==> src/rtl/orrb_pkg.sv <==
package orrb_pkg;
  // Address width that can index n entries, never less than one bit.
  function automatic int unsigned addr_bits(int unsigned n);
    int unsigned w;
    w = 1;
    while ((1 << w) < n) w++;
    return w;
  endfunction
endpackage

==> src/rtl/orrb_addr_decode.sv <==
module orrb_addr_decode #(
  parameter int unsigned N_REGS = 12,
  parameter int unsigned ADDR_W = 4
) (
  input  logic [ADDR_W-1:0] addr,
  input  logic              stb,
  output logic [N_REGS-1:0] sel
);
  // One enable per register, like a bus-driver enable; unmatched address gives none.
  for (genvar i = 0; i < N_REGS; i++) begin : g_sel
    assign sel[i] = stb && (addr == ADDR_W'(i));
  end
endmodule

==> src/rtl/orrb_capture_stage.sv <==
module orrb_capture_stage #(
  parameter int unsigned DATA_W = 16
) (
  input  logic              clk,
  input  logic              rst,
  input  logic              sel,
  input  logic [DATA_W-1:0] d,
  output logic [DATA_W-1:0] q
);
  always_ff @(posedge clk) begin
    if (rst || !sel) q <= '0;
    else             q <= d;
  end

  a_r2_stage_captures: assert property (@(posedge clk) disable iff (rst)
    sel |=> q == $past(d));
  a_r3_stage_clears: assert property (@(posedge clk) disable iff (rst)
    !sel |=> q == '0);
endmodule

==> src/rtl/orrb_or_tree.sv <==
module orrb_or_tree #(
  parameter int unsigned N_REGS = 12,
  parameter int unsigned DATA_W = 16
) (
  input  logic [N_REGS*DATA_W-1:0] stages,
  output logic [DATA_W-1:0]        y
);
  // Each output bit is one wide OR across the same bit of every stage.
  for (genvar b = 0; b < DATA_W; b++) begin : g_bit
    logic [N_REGS-1:0] column;
    for (genvar r = 0; r < N_REGS; r++) begin : g_row
      assign column[r] = stages[r*DATA_W + b];
    end
    assign y[b] = |column;
  end
endmodule

==> src/rtl/orrb_readback.sv <==
module orrb_readback #(
  parameter int unsigned N_REGS = 12,
  parameter int unsigned DATA_W = 16,
  parameter int unsigned ADDR_W = orrb_pkg::addr_bits(N_REGS)
) (
  input  logic                     clk,
  input  logic                     rst,
  input  logic [ADDR_W-1:0]        rd_addr,
  input  logic                     rd_stb,
  input  logic [N_REGS*DATA_W-1:0] regs_flat,
  output logic [DATA_W-1:0]        rd_data,
  output logic                     rd_valid
);
  localparam int unsigned BUS_W = N_REGS * DATA_W;

  logic [N_REGS-1:0] sel;
  logic [BUS_W-1:0]  stage_bus;

  orrb_addr_decode #(.N_REGS(N_REGS), .ADDR_W(ADDR_W)) u_dec (
    .addr(rd_addr), .stb(rd_stb), .sel(sel)
  );

  for (genvar k = 0; k < N_REGS; k++) begin : g_stage
    orrb_capture_stage #(.DATA_W(DATA_W)) u_stage (
      .clk(clk), .rst(rst), .sel(sel[k]),
      .d(regs_flat[k*DATA_W +: DATA_W]),
      .q(stage_bus[k*DATA_W +: DATA_W])
    );
  end

  orrb_or_tree #(.N_REGS(N_REGS), .DATA_W(DATA_W)) u_or (
    .stages(stage_bus), .y(rd_data)
  );

  always_ff @(posedge clk) begin
    if (rst) rd_valid <= 1'b0;
    else     rd_valid <= rd_stb;
  end

  a_r1_valid_after_strobe: assert property (@(posedge clk) disable iff (rst)
    rd_stb |=> rd_valid);
  a_r1_no_valid_without_strobe: assert property (@(posedge clk) disable iff (rst)
    !rd_stb |=> !rd_valid);
  a_r3_idle_zero: assert property (@(posedge clk) disable iff (rst)
    !rd_stb |=> rd_data == '0);
  a_r4_unmapped_zero: assert property (@(posedge clk) disable iff (rst)
    (rd_stb && int'(rd_addr) >= int'(N_REGS)) |=> (rd_valid && rd_data == '0));
  a_r5_reset_quiet: assert property (@(posedge clk)
    rst |=> (!rd_valid && rd_data == '0));
  a_r6_single_select: assert property (@(posedge clk) disable iff (rst)
    $onehot0(sel));
endmodule

==> config.mk <==
export PLATFORM = sky130hd
export DESIGN_NAME = orrb_readback
export DESIGN_NICKNAME = d
export VERILOG_FILES = /design/src/rtl/orrb_pkg.sv /design/src/rtl/orrb_addr_decode.sv /design/src/rtl/orrb_capture_stage.sv /design/src/rtl/orrb_or_tree.sv /design/src/rtl/orrb_readback.sv
export SDC_FILE = /design/constraint.sdc
export NUM_CORES = 1
export LEC_CHECK = 0
export ABC_AREA = 1
export BUFFER_PORTS_ARGS = -buffer_cell sky130_fd_sc_hd__buf_2
export CAP_MARGIN = 25
export CELL_PAD_IN_SITES_DETAIL_PLACEMENT = 1
export CELL_PAD_IN_SITES_GLOBAL_PLACEMENT = 1
export CORE_UTILIZATION = 33
export DETAILED_ROUTE_END_ITERATION = 8
export GPL_TIMING_DRIVEN = 0
export HOLD_SLACK_MARGIN = 0.05
export PLACE_DENSITY_LB_ADDON = 0.1
export SLEW_MARGIN = 10
export SYNTH_ARGS = -nofsm -noshare
export SYNTH_HDL_FRONTEND = slang
export SYNTH_HIERARCHICAL = 1
export SYNTH_SLANG_ARGS = --single-unit
==> constraint.sdc <==
create_clock -name clk -period 0.8 [get_ports clk]
set_input_delay 0.16 -clock clk [delete_from_list [all_inputs] [get_ports clk]]
set_output_delay 0.16 -clock clk [all_outputs]
set_load 0.02 [all_outputs]
==> flow_summary.toml, run 1 <==
[synth]
ys_warn_count = 6
synth_area_sq_um = 6800
synth_cell_types = 12
yosys_register_bits = 193
syn_nets = 1017
syn_inst = 818
synth.avg_cell_area_sq_um = 8.32
yosysSeqAreaShare = 0.568

[route]
dr_total_vias = 6052
first_iter_violations = 96
drt.antenna.violating_nets = 0
dr.pass1.iters = 4
drt-total-wl_um = 20700
post_drt_wl_per_cell_um = 13.5
routed_via_density = 3.96
drc = 0

[critical_path]
worstSetupEndpointType = "output port"
crit_chain = "nor2_1, nand2_1, nor2_4, nand2_2, buf_6"
cp.arrival_ns = 1.31
cpLargestDelayFamily = "simple AND/OR/NAND/NOR gates"
required_ns = 0.64
max_stage_delay_ns = 0.30
path_buf_inv = 1
cp-start-kind = "flop"
path_class = "reg -> out"
cp_slowest_cell = "dfxtp_1"
cp_max_fo = 1

[cts]
cts_inserted_buffers = 17
cts.path.max_buffers = 2
cts_tree = "done"
cts.clk_slew.worst_paths_ns = 0.07
cts-root-buf = "clkbuf_16"
clock-sinks = 193
post_cts.repair.setup_buffers = 0
cts.htree.levels = 4

[status]
status = "finished, violations left"
violations = "negative setup slack"

[floorplan]
chipHeight_um = 146
start_util = 0.336
die_area_sq_um = 21200
boundaryPins = 216
rows = 52
core_area_sq_um = 20200
dieWidth_um = 146

[timing]
tightest_slew_ns = 0.284
setup_violations = 17
hold_slack_ns = 0.0993
fin_crit_sh = 1.84
relSlewSlack = 0.811
hold_viol_final = 0
fin_ws_ns = -0.675
clock.fmax_ghz = 0.678
drv_slew = 0
fin_crit_ns = 1.47
tns_ns = -10.01
rsz0062_at_grt = "yes"

[global_route]
grt_pass1_wl_um = 32400
gr-total-overflow = 0
grt_pass1_vias = 6667
antenna_found_initial = 3
grt_start_max_net_pins = 19
globalRouteTotalUtil = 0.201

[place]
numPortBuffers = 215
gp_congestion = 0.796
dpl.hpwl_um = 12700

[pwr]
power.leakage_nw = 5.78
p_total_mw = 20.1
power_density_nw_per_um2 = 1810
vdd_drop_max_mv = 1.20

[cells_and_area]
drive_above_1_share = 0.379
final_cell_mix = "inv_1, buf_2, dlygate4sd3_1"
final_common_cell = "inv_1"
final_nets = 1444
final_util = 0.550
area_delta_synth_final_pct = 63.7

[flow_run]
maxCapViolCount = 0

[worst_hold_path]
min_path_type = "in -> reg"
==> synth_stat cells, drive strengths merged <==
| master | n | share of area |
|---|---|---|
| and2 | 16 | 0.015 |
| buf | 12 | 0.020 |
| inv | 209 | 0.12 |
| dfxtp | 193 | 0.57 |
| nor2 | 317 | 0.23 |
| nand2 | 66 | 0.050 |
| nand3 | 5 | 0.0044 |
==> path summary, 6_finish.rpt <==
kind,startpoint,end,cells after the start,slack (ns)
setup / recovery,g_stage[7].u_stage/q[14],rd_data[14],5,-0.67
hold / removal,rst,rd_valid,2,0.1
==> cells by family (layout without fill, tap and decap cells) <==
| logic type | after synthesis | count (layout) | synth area share |
|---|---|---|---|
| and+or+nand+nor | 404 | 404 | 0.297 |
| buffers and inverters | 221 | 661 | 0.135 |
| DFF | 193 | 193 | 0.568 |
| other | 0 | 1 | 0 |
==> stage by stage <==
step                setup WS [ns]  cells  cell area, sq um
floorplan                 -0.0165    818              6910
global placement           -0.396   1303              8320
detailed placement         -0.411   1303              8320
CTS                        -0.747   1528             10900
global route               -0.748   1529             11100
finish                     -0.675   1529             11100
==> power by group <==
part / total [mW] / internal, mW / switching (mW) / leakage (nW)
Sequential: 9.68 / 9.66 / 0.0205 / 1.56
Combinational: 2.15 / 1.24 / 0.902 / 3.94
Clock: 8.30 / 4.41 / 3.89 / 0.279
==> state kept, by name, indices dropped and copies added (netlist names) <==
name and count:
g_stage.u_stage/q 192, rd_valid 1
==> per-layer routing <==
layer	vias to the layer above	share of wire	track usage
met2	146	0.55	0.388
met1	2765	0.40	0.215
met5	-	0.00039	0
met4	2	0.014	0.0626
met3	22	0.039	0.0433
li1	3117	-	-
==> repair_timing <==
action / 4_1_cts / 5_1_grt
pin swaps: 20 / 44
hold buffers: 193 / 0
endpoints found under the setup margin: 17 / 17
hold endpoints to repair: 193 / 0
resized for setup: 42 / 68
==> cell type report <==
class                      count  area [sq um]
antenna                        1          2.50
sequential                   193          3880
multi-input combinational    404          2290
tap                          270           338
fill                        2381          9100
buffer                        12           143
inverter                     209           802
clock buffer                  18           429
clock inverter                14           146
timing repair buffer         408          3110
No activity file was read; power rests on OpenSTA's default activity.
==> run 2: changes to the inputs <==
- PLACE_DENSITY: not set -> 0.75
- PLACE_DENSITY_LB_ADDON: 0.1 -> not set
- TNS_END_PERCENT: not set -> 20
==> run 2 against run 1 <==
Net effect:
- the run still ends with negative setup slack left
- critical path type unchanged
- sequential share of layout area is 0.30 points higher
- core utilization is 0.61 points lower
- final area fell by 1.1%
- combinational power about the same
- global-route usage grew 5.6 points
- sequential cell count unchanged
- power is 3.4% higher
- via count rose by 8.2%
- non-clock buffer count is 1 higher
- first-iteration DRC count is 100% higher
- worst setup slack worse by 0.019 ns
- critical path depth unchanged
==> flow_summary.toml, run 2 (synthesized netlist as in run 1, its figures left out) <==
[route]
dr.pass1.iters = 4
dr_total_vias = 6547
routed_via_density = 4.25
post_drt_wl_per_cell_um = 17.2
drt.antenna.violating_nets = 0
drc = 0
first_iter_violations = 192
drt-total-wl_um = 26500

[cts]
cts.clk_slew.worst_paths_ns = 0.08
post_cts.repair.setup_buffers = 0
cts_inserted_buffers = 17
cts.path.max_buffers = 2
cts-root-buf = "clkbuf_16"
cts_tree = "done"
clock-sinks = 193
cts.htree.levels = 4

[global_route]
globalRouteTotalUtil = 0.257
grt_start_max_net_pins = 18
grt_pass1_vias = 7575
antenna_found_initial = 11
gr-total-overflow = 0
grt_pass1_wl_um = 40500

[timing]
setup_violations = 17
relSlewSlack = 0.797
clock.fmax_ghz = 0.670
hold_viol_final = 0
tightest_slew_ns = 0.304
fin_ws_ns = -0.693
drv_slew = 0
rsz0062_at_grt = "yes"
fin_crit_sh = 1.87
fin_crit_ns = 1.49

[cells_and_area]
seqCellArea_sq_um = 3870
multi_input_area_sq_um = 2180
final_nets = 1445
fillCellCount = 2401
final_cell_mix = "buf_2, inv_1, dlygate4sd3_1"
final_common_cell = "buf_2"
area_delta_synth_final_pct = 61.9
largest_reg_flops = 192
drive_above_1_share = 0.353
top_register = "g_stage.u_stage/q"
reg.largest.list = "g_stage.u_stage/q: 192 flops, rd_valid: 1 flops"

[floorplan]
boundaryPins = 216
die_area_sq_um = 21200
core_area_sq_um = 20200
dieWidth_um = 146
start_util = 0.336
rows = 52
chipHeight_um = 146

[worst_hold_path]
whs_path_depth = 5
min_path_type = "in -> reg"
min_to = "g_stage[10].u_stage/q[12]"
hold_path_startpoint = "rd_addr[1]"

[critical_path]
worstSetupEndpointType = "output port"
cp.depth = 5
cp-start-kind = "flop"
required_ns = 0.64
cp_max_fo = 1
path_buf_inv = 1
cp.arrival_ns = 1.33
cp_slowest_cell = "dfxtp_1"
max_stage_delay_ns = 0.32
path_class = "reg -> out"
crit_chain = "nor2_1, nand2_1, nor2_4, nand2_2, buf_6"
cpLargestDelayFamily = "simple AND/OR/NAND/NOR gates"

[pwr]
vdd_drop_max_mv = 1.26
p_total_mw = 20.8
power.leakage_nw = 5.76
power_density_nw_per_um2 = 1890

[place]
gp_congestion = 0.791
numPortBuffers = 215
pre_cts_ws_ns = -0.365
dpl.hpwl_um = 13700

[flow_run]
maxCapViolCount = 0

[status]
status = "finished, violations left"
violations = "negative setup slack"
run 2: final cells by class:
class,instances,area share
clock inverters,14,0.0164
diodes,11,0.00250
well taps,270,0.0307
repair buffers,409,0.277
flip-flops and latches,193,0.351
plain buffers,12,0.0126
inverters,209,0.0717
clock buffers,18,0.0399
multi-input cells,404,0.198
run 2: where the power goes:
group          total, mW  switching (mW)  internal (mW)
clock network       8.94            3.88           5.06
registers           9.68          0.0208           9.66
logic               2.18           0.977           1.20
total               20.8            4.88           15.9
run 2: metal layers:
layer	vias to the layer above	wire length, um	track usage
li1	3129	-	-
met1	3069	9200	0.243
met2	237	14600	0.494
met3	112	944	0.0495
met4	0	1760	0.183
met5	-	0	0
run 2: what timing repair did:
item,4_1_cts,5_1_grt
resized for setup,28,25
hold buffers,194,0
endpoints found under the hold margin,193,0
pin swaps,17,19
endpoints found under the setup margin,17,17
cloned,0,0
run 2: how the worst max path moves through the flow:
stage                     slack [ns]                     start                  endpoint
after floorplan                -0.02                rd_addr[2]  g_stage[0].u_stage/q[10]
after global placement         -0.35  g_stage[5].u_stage/q[14]               rd_data[14]
after detailed placement       -0.36                    rd_stb  g_stage[7].u_stage/q[11]
after CTS                      -0.73  g_stage[4].u_stage/q[14]               rd_data[14]
after global routing           -0.79  g_stage[4].u_stage/q[10]               rd_data[10]
final                          -0.69  g_stage[1].u_stage/q[14]               rd_data[14]
run 2: per-stage QoR:
step | cells | area (sq um) | hold slack (ns) | utilization | setup TNS (ns)
6_report | 1540 | 11000 | 0.227 | 0.544 | -10.64
5_1_grt | 1540 | 11000 | 0.243 | 0.544 | -11.95
3_3_place_gp | 1303 | 8300 | 0.377 | 0.410 | -46.14
4_1_cts | 1529 | 10900 | 0.212 | 0.540 | -10.59
2_1_floorplan | 818 | 6890 | 0.227 | - | -0.725
3_5_place_dp | 1303 | 8300 | 0.381 | 0.410 | -49.76
==> run 3: changes to the inputs <==
- REMOVE_ABC_BUFFERS: not set -> 1
==> run 3 against run 2 <==
Net effect:
- sequential cell count unchanged
- the flow still finishes with violations (negative setup slack)
- highest routed layer is now met5
- final cell count down 0.97%
- core utilization down 0.66 points
- count of clock-buffer cells in the layout rose by 2
==> flow_summary.toml, run 3 (synthesized netlist as in run 1, its figures left out) <==
[cts]
cts.clk_slew.worst_paths_ns = 0.07
post_cts.repair.setup_buffers = 0
clock-sinks = 193
cts.path.max_buffers = 2
cts_inserted_buffers = 17
cts_tree = "done"
cts-root-buf = "clkbuf_16"
cts.htree.levels = 4

[route]
drc = 0
drt.antenna.violating_nets = 0
post_drt_wl_per_cell_um = 17.0
first_iter_violations = 124
dr.pass1.iters = 4
dr_total_vias = 6403
drt-total-wl_um = 25900
routed_via_density = 4.20

[place]
placedCellCount = 1291
numPortBuffers = 215
gp_congestion = 0.737
dpl.hpwl_um = 13100

[pwr]
vdd_drop_max_mv = 1.29
clock_power_share = 0.418
seqPwrFrac = 0.476
p_int_mw = 15.7
combPwrFrac = 0.106
power.leakage_nw = 5.69
p_total_mw = 20.4
power_density_nw_per_um2 = 1870
switching_share = 0.231
p_sw_mw = 4.70

[worst_hold_path]
hold_path_startpoint = "rst"
min_path_type = "in -> reg"

[cells_and_area]
area_delta_synth_final_pct = 59.9
final_nets = 1432
drive_above_1_share = 0.360
final_cell_mix = "inv_1, buf_2, dlygate4sd3_1"
final_cells = 1525
final_util = 0.538
top_register = "g_stage.u_stage/q"
reg.largest.list = "g_stage.u_stage/q: 192 flops, rd_valid: 1 flops"
final_common_cell = "inv_1"
largest_reg_flops = 192

[timing]
drv_slew = 0
clock.fmax_ghz = 0.658
fin_crit_sh = 1.90
fin_crit_ns = 1.52
fin_ws_ns = -0.720
rsz0062_at_grt = "yes"
relSlewSlack = 0.733
setup_violations = 20
tightest_slew_ns = 0.400
hold_viol_final = 0

[critical_path]
cp_slowest_cell = "dfxtp_1"
required_ns = 0.64
worstSetupEndpointType = "output port"
crit_chain = "nor2_1, nand2_1, nor2_4, nand2_2, buf_6"
path_class = "reg -> out"
setup.worst_path.start = "g_stage[6].u_stage/q[5]"
cp-start-kind = "flop"
cp_max_fo = 1
cp.arrival_ns = 1.36
max_stage_delay_ns = 0.30

[status]
status = "finished, violations left"
violations = "negative setup slack"

[floorplan]
die_area_sq_um = 21200
start_util = 0.336
dieWidth_um = 146
boundaryPins = 216
rows = 52
core_area_sq_um = 20200
chipHeight_um = 146

[global_route]
gr-total-overflow = 0
antenna_found_initial = 9
grt_pass1_vias = 7423
grt_start_max_net_pins = 17
globalRouteTotalUtil = 0.246
grt_pass1_wl_um = 38500

[flow_run]
maxCapViolCount = 0
-- run 3: final cells by class --
cell class / instances / area (sq um)
well taps: 270 / 338
clock buffers: 20 / 457
fillers: 2412 / 9350
inverters: 209 / 785
repair buffers: 408 / 3080
clock inverters: 12 / 130
flip-flops and latches: 193 / 3880
multi-input cells: 404 / 2190
diodes: 9 / 22.5
-- run 3: worst paths after layout --
kind | endpoint | cells past startpoint
worst max-delay path | rd_data[5] | 5
worst min-delay path | rd_valid | 2
-- run 3: routing by layer --
metal | part of all wire | up-vias | track usage
met5 | 0.00085 | - | 0
met4 | 0.052 | 4 | 0.149
met3 | 0.034 | 88 | 0.0508
met2 | 0.54 | 218 | 0.475
met1 | 0.37 | 2993 | 0.238
li1 | - | 3100 | -
-- run 3: power groups by stage --
stage	registers, mW	clock network (mW)	logic, mW
global placement	9.89	0	1.19
finish	9.68	8.52	2.16
floorplan	9.90	0	0.519
detailed placement	9.90	0	1.20
CTS	9.68	8.70	1.98
global route	9.68	9.17	2.32
-- run 3: repair_timing --
item,4_1_cts,5_1_grt
gates resized for setup,31,71
pin swaps,21,57
cloned,0,0
hold buffers,193,0
endpoints found under the hold margin,193,0
endpoints found under the setup margin,18,55
-- run 3: worst max-delay path: cells and delay by family, from the launching register on --
family	cells	cell delay (ns)
and+or+nand+nor	4	0.50
DFF	1	0.30
buffers and inverters	1	0.13
-- run 3: per-stage QoR --
stage | hold WS, ns | TNS (ns) | setup slack, ns | instance area (sq um)
2_1_floorplan | 0.227 | -1.31 | -0.0152 | 6670
3_3_place_gp | 0.375 | -62.83 | -0.356 | 8080
3_5_place_dp | 0.383 | -69.14 | -0.418 | 8080
4_1_cts | 0.0681 | -10.47 | -0.688 | 10700
5_1_grt | 0.115 | -12.42 | -0.768 | 10900
6_report | 0.108 | -10.72 | -0.720 | 10900
